## src/rtl/prime_bank_mapper.sv

```systemverilog
module prime_bank_mapper #(
  parameter int BANK_K     = 2,
  parameter int DEPTH_LOG2 = 3,
  parameter int DATA_W     = 16,
  parameter int BUSY_CYC   = 10,
  localparam int BANKS     = (1 << BANK_K) - 1,
  localparam int DEPTH     = 1 << DEPTH_LOG2,
  localparam int CAP       = BANKS * DEPTH,
  localparam int AW        = $clog2(CAP)
) (
  input  logic                  clk,
  input  logic                  rst_n,
  input  logic                  req_valid,
  input  logic                  req_write,
  input  logic [AW-1:0]         req_addr,
  input  logic [DATA_W-1:0]     req_wdata,
  output logic                  req_ready,
  output logic                  req_err,
  output logic [BANKS-1:0]      bank_en,
  output logic [DEPTH_LOG2-1:0] bank_addr,
  output logic                  rsp_valid,
  output logic [BANK_K-1:0]     rsp_bank,
  output logic [DATA_W-1:0]     rsp_rdata
);
  localparam int CW = $clog2(BUSY_CYC + 1);
  localparam int SW = AW + 2;
  localparam int NB2 = 1 << BANK_K;
  localparam logic [SW-1:0] KMASK = SW'(NB2 - 1);
  localparam logic [AW:0] CAP_V = (AW + 1)'(CAP);

  // residue modulo 2^k-1: k-bit slices are summed, since 2^k is 1 modulo the count
  function automatic logic [BANK_K-1:0] fold_mod(input logic [AW-1:0] a);
    logic [SW-1:0] s;
    s = {2'b00, a};
    for (int i = 0; i < AW; i++) s = (s & KMASK) + (s >> BANK_K);
    if (s == KMASK) s = '0;
    return s[BANK_K-1:0];
  endfunction

  logic [BANK_K-1:0]     tgt_bank;
  logic [DEPTH_LOG2-1:0] tgt_off;
  logic                  in_range, accept;
  logic [NB2-1:0]        busy_v, done_v;
  logic [CW-1:0]         cnt_q [BANKS];
  logic [DEPTH_LOG2-1:0] off_q [BANKS];
  logic [DATA_W-1:0]     mem_q [BANKS][DEPTH];
  logic [BANK_K-1:0]     done_idx;

  assign tgt_bank  = fold_mod(req_addr);
  assign tgt_off   = req_addr[DEPTH_LOG2-1:0];
  assign in_range  = {1'b0, req_addr} < CAP_V;
  assign req_ready = !in_range || !busy_v[tgt_bank];
  assign accept    = req_valid && req_ready && in_range;

  assign busy_v[NB2-1] = 1'b0;
  assign done_v[NB2-1] = 1'b0;

  for (genvar g = 0; g < BANKS; g++) begin : g_bank
    assign busy_v[g] = cnt_q[g] != '0;
    assign done_v[g] = cnt_q[g] == CW'(1);

    a_r5_en_loads_timer: assert property (@(posedge clk) disable iff (!rst_n)
      bank_en[g] |-> cnt_q[g] == CW'(BUSY_CYC));
    a_r7_no_back_to_back: assert property (@(posedge clk) disable iff (!rst_n)
      bank_en[g] |=> !bank_en[g]);
    a_r7_timer_bound: assert property (@(posedge clk) disable iff (!rst_n)
      cnt_q[g] <= CW'(BUSY_CYC));
  end

  always_ff @(posedge clk or negedge rst_n) begin
    if (!rst_n) begin
      for (int b = 0; b < BANKS; b++) begin
        cnt_q[b] <= '0;
        off_q[b] <= '0;
      end
    end else begin
      for (int b = 0; b < BANKS; b++) begin
        if (accept && tgt_bank == BANK_K'(b)) begin
          cnt_q[b] <= CW'(BUSY_CYC);
          off_q[b] <= tgt_off;
        end else if (busy_v[b]) begin
          cnt_q[b] <= cnt_q[b] - CW'(1);
        end
      end
    end
  end

  always_ff @(posedge clk or negedge rst_n) begin
    if (!rst_n) begin
      for (int b = 0; b < BANKS; b++)
        for (int w = 0; w < DEPTH; w++) mem_q[b][w] <= '0;
    end else if (accept && req_write) begin
      mem_q[tgt_bank][tgt_off] <= req_wdata;
    end
  end

  always_comb begin
    done_idx = '0;
    for (int b = 0; b < BANKS; b++)
      if (done_v[b]) done_idx = BANK_K'(b);
  end

  always_ff @(posedge clk or negedge rst_n) begin
    if (!rst_n) begin
      bank_en   <= '0;
      bank_addr <= '0;
      req_err   <= 1'b0;
      rsp_valid <= 1'b0;
      rsp_bank  <= '0;
      rsp_rdata <= '0;
    end else begin
      bank_en   <= accept ? (BANKS'(1) << tgt_bank) : '0;
      if (accept) bank_addr <= tgt_off;
      req_err   <= req_valid && !in_range;
      rsp_valid <= |done_v;
      if (|done_v) begin
        rsp_bank  <= done_idx;
        rsp_rdata <= mem_q[done_idx][off_q[done_idx]];
      end
    end
  end

  a_r5_onehot_en: assert property (@(posedge clk) disable iff (!rst_n)
    $onehot0(bank_en));
  a_r4_err_no_en: assert property (@(posedge clk) disable iff (!rst_n)
    req_err |-> bank_en == '0);
  a_r6_rsp_bank_free: assert property (@(posedge clk) disable iff (!rst_n)
    rsp_valid |-> !busy_v[rsp_bank]);
  a_r1_rsp_bank_range: assert property (@(posedge clk) disable iff (!rst_n)
    rsp_valid |-> 32'(rsp_bank) < BANKS);
endmodule

```

## config.mk

```make
export PLATFORM = sky130hd
export DESIGN_NAME = prime_bank_mapper
export DESIGN_NICKNAME = d
export VERILOG_FILES = /design/src/rtl/prime_bank_mapper.sv
export SDC_FILE = /design/constraint.sdc
export NUM_CORES = 1
export LEC_CHECK = 0
export BUFFER_PORTS_ARGS = -buffer_cell sky130_fd_sc_hd__buf_2
export CAP_MARGIN = 10
export CORE_AREA = 2 2 248 177
export CTS_CLUSTER_DIAMETER = 50
export DETAILED_ROUTE_END_ITERATION = 10
export DIE_AREA = 0 0 250 179
export HOLD_SLACK_MARGIN = 0.12
export PLACE_DENSITY = 0.6
export SYNTH_ARGS = -nofsm -noshare
export SYNTH_HDL_FRONTEND = slang
export SYNTH_SLANG_ARGS = --single-unit
```

## constraint.sdc

```tcl
create_clock -name clk -period 5.6 [get_ports clk]
set_input_delay 0 -clock clk [delete_from_list [all_inputs] [get_ports clk]]
set_output_delay 0 -clock clk [all_outputs]
set_load 0.01 [all_outputs]
```

==> impl_results.md <==
* Worst hold endpoint: bank_en[1]
* IO buf count at 51
* Routed WL at ~55,000 um
* Switching part of the total at 0.3675
* Max clock buf depth at 3
* Die Wd at 250 um
* Critical path arrival at between 5 and 6 ns
* Share of cells above drive strength 1 at 0.3402
* Post-synth EDFFs at 0
* CTS tree: yes
* Post-route minimum period at between 4 and 5 ns
* CP Class: in -> reg
* Setup_tns at 0 ns
* Starting density of the core at 0.4693
* Share of total power in the clock network at 0.285
* Post-synth top area cell: dfrtp_1
* Dpl hpwl at 32,140 um
* Yosys cell types at 57
* Synth Area per Inst at around 12 sq um
* Routed Antenna Nets at 0
* FP Rows at 64
* First-pass GRT wire length at 85,680 um
* Psw at 0.004025 W
* Setup crit start kind: input port
* Antenna violations before repair at 1
* # DRC at 0
* Placed cell areas at 20,920 sq um
* Ys async rst share at 1.000
* Drt pass-1 iters at 7
* Max FO, Critical Path at 11
* Syn_nets at between 1.5k and 2k
* Count of final hold-check violations at 0
* Tcrit/Tclk final at 0.8543
* Die area at 44,750 sq um
* Top post-synthesis cells by area: dfrtp_1 (54%), mux2_2 (22%), nand2_1 (3.2%)
* Commonest non-fill, non-tap cell in the layout: dfrtp_1
* Synth Instances at 1,679
* H-tree depth at 2
* Top_reg_cell synth: dfrtp_1
* Status: finished, final reports clean
* Share of power burned in registers at 0.369
* Crit. End Element: flip-flop
* Clock latency on the worst-skew pair at between 0.5 and 0.6 ns
* Drt wl/cell at 23.95 um
* Int Power at 0.006928 W
* Min-delay src: req_addr[3]
* Fin. max-slew vios at 0
* GR Overflow Total at 0
* Comb power frac at 0.346
* DR iter-0 viols at 1,173
* GPL Wtd Cong at about 0.78
* WHS Path Cells at 5
* Synth Register Bits at between 400 and 500
* Setup slack, reg-to-reg at 1.85 ns
* Final Cell Area at 22,720 sq um
* Via count at 13.71k
* Leak at 11.11 nW
* Inserted Clock Buffers at 45
* Most frequent cells in the layout: dfrtp_1 (431), mux2_2 (399), nand2_1 (171)
* Area growth from synthesis to layout at 13.20%
* Clock transition at the registers of the reported paths at 0.06 ns
* Final #Nets at 1,752
* Yosys warns at 0
* Vias in the first global route at 13.86k
* Vias per cell at 5.949
* Worst r2r src: cnt_q[5]
* Sequential share of the synthesized area at 0.5375
* RSZ-0062 raised after global routing: false
* Final Skew at 0.01760 ns
* Post-Syn Area at 20,070 sq um
* Clk sink count at 431
* Core Area at 42,760 sq um
* P per Cell Area at 482.2 nW/um^2
* Required time at the worst-slack endpoint at around 6 ns
* Worst-margin pin slew at 1.266 ns
* Die extent in y at about 180 um
* Io pins at 52
* Largest net degree at the start of global routing at 180
* Worst hold path class: in -> reg
* F_max at about 210 MHz
* Reg2reg end: rsp_rdata[1]
* Final setup viols at 0
* FF-to-FF path depth at 9
* Relative slew margins at 0.1536
* Root Buffer: clkbuf_16
* Worst vdd ir at roughly 0.41 mV
* Total Routing Usage GR at 0.2515
* Share of the synthesized area in the top cell type at 0.5375
* Max-cap violations at 0
## worst max-delay path: stages
cell and delay (ns):
dlygate4sd3_1 0.52, buf_2 0.22, ha_1 0.20, inv_1 0.05, fa_1 0.39, xnor2_1 0.16
ha_1 0.16, inv_1 0.05, fa_1 0.53, inv_1 0.05, ha_1 0.18, ha_1 0.18
ha_1 0.19, ha_1 0.18, ha_1 0.36, nor4bb_2 0.35, buf_4 0.24, nand2_1 0.48
buf_4 0.41, mux2_2 0.29
## Yosys cell counts (3+ instances only)
master	number
a2111oi_0	13
o211ai_1	5
mux4_2	7
nand2_1	171
nor2b_1	3
dfrtp_1	431
a31oi_1	4
and2_1	5
a211o_1	8
a211oi_1	64
a41o_1	4
buf_2	21
nand2b_1	3
a221oi_1	5
xnor2_1	5
clkbuf_1	102
mux2i_1	28
mux2_2	399
and3_1	3
inv_1	17
o41ai_1	12
a21oi_1	122
nor3_1	29
buf_1	14
o2bb2ai_1	18
a211oi_2	4
o32ai_1	10
o21ai_0	12
ha_1	16
nand3_1	5
nor2_1	107
## timing repair
item,in CTS,in global routing
hold buffers,24,0
setup endpoints to repair,0,0
gates resized for setup,0,0
setup buffers,0,0
endpoints found under the hold margin,487,0
## per-layer routing
| metal | wire length, um | global-route usage |
|---|---|---|
| met1 | 26910 | 0.3831 |
| met5 | 0 | 0 |
| met4 | 920 | 0.05863 |
| met2 | 24110 | 0.3772 |
| met3 | 3268 | 0.03949 |
## flip-flops by register name, summed over array words and instances, names as in the netlist, 2 cells and up
signal     count
mem_q        384
rsp_rdata     16
cnt_q         12
off_q          9
bank_addr      3
bank_en        3
rsp_bank       2
## cell type report
type                    count  area, sq um
inverters                  17        63.81
multi-input cells        1092         8701
diodes                      1        2.502
fillers                  3774        20050
flip-flops and latches    431        10790
clock inverters            16        211.5
clock buffers              65         1324
well taps                 561        701.9
repair buffers            122        925.9
## cells by family (layout without fill, tap and decap cells)
family                     Yosys count  count (layout)  synth area share
AOI/OAI and AO/OA                  296             296            0.1009
xor gates and xnor gates             6               6          0.002619
adders and majority gates           18              18           0.01197
buffers and inverters              156             220           0.03124
DFF                                431             431            0.5375
muxes                              434             434            0.2457
other                                0               1                 0
and+or+nand+nor                    338             338           0.07008
## how the worst max path moves through the flow
stage               slack (ns)    endpoint  depth (start not counted)        start
detailed placement        0.86  mem_q[185]                         19  req_addr[2]
floorplan                 1.48  mem_q[373]                         20  req_addr[0]
global placement          1.01  mem_q[181]                         19  req_addr[0]
global route              0.56  mem_q[184]                         20  req_addr[0]
finish                    0.82  mem_q[184]                         20  req_addr[0]
CTS                       0.92  mem_q[185]                         20  req_addr[2]
## stage by stage
stage	total power, W	cells	worst slack (ns)	utilization	hold WS [ns]
floorplan	0.006498	1679	1.482	-	-0.2956
global placement	0.007784	2199	1.008	0.4892	0.07414
detailed placement	0.007838	2199	0.8554	0.4892	0.07121
CTS	0.01100	2304	0.9182	0.5312	0.1476
global route	0.01151	2304	0.5551	0.5312	0.2076
finish	0.01095	2305	0.8161	0.5312	0.1976
## power by group through the flow
stage               clock network, W  registers (W)  logic [W]
detailed placement                 0        0.00409    0.00375
floorplan                          0        0.00395    0.00254
global route                 0.00331        0.00411    0.00409
finish                       0.00312        0.00404    0.00379
CTS                          0.00318        0.00404    0.00379
global placement                   0        0.00407    0.00371
(Power assumes the default switching activity.)
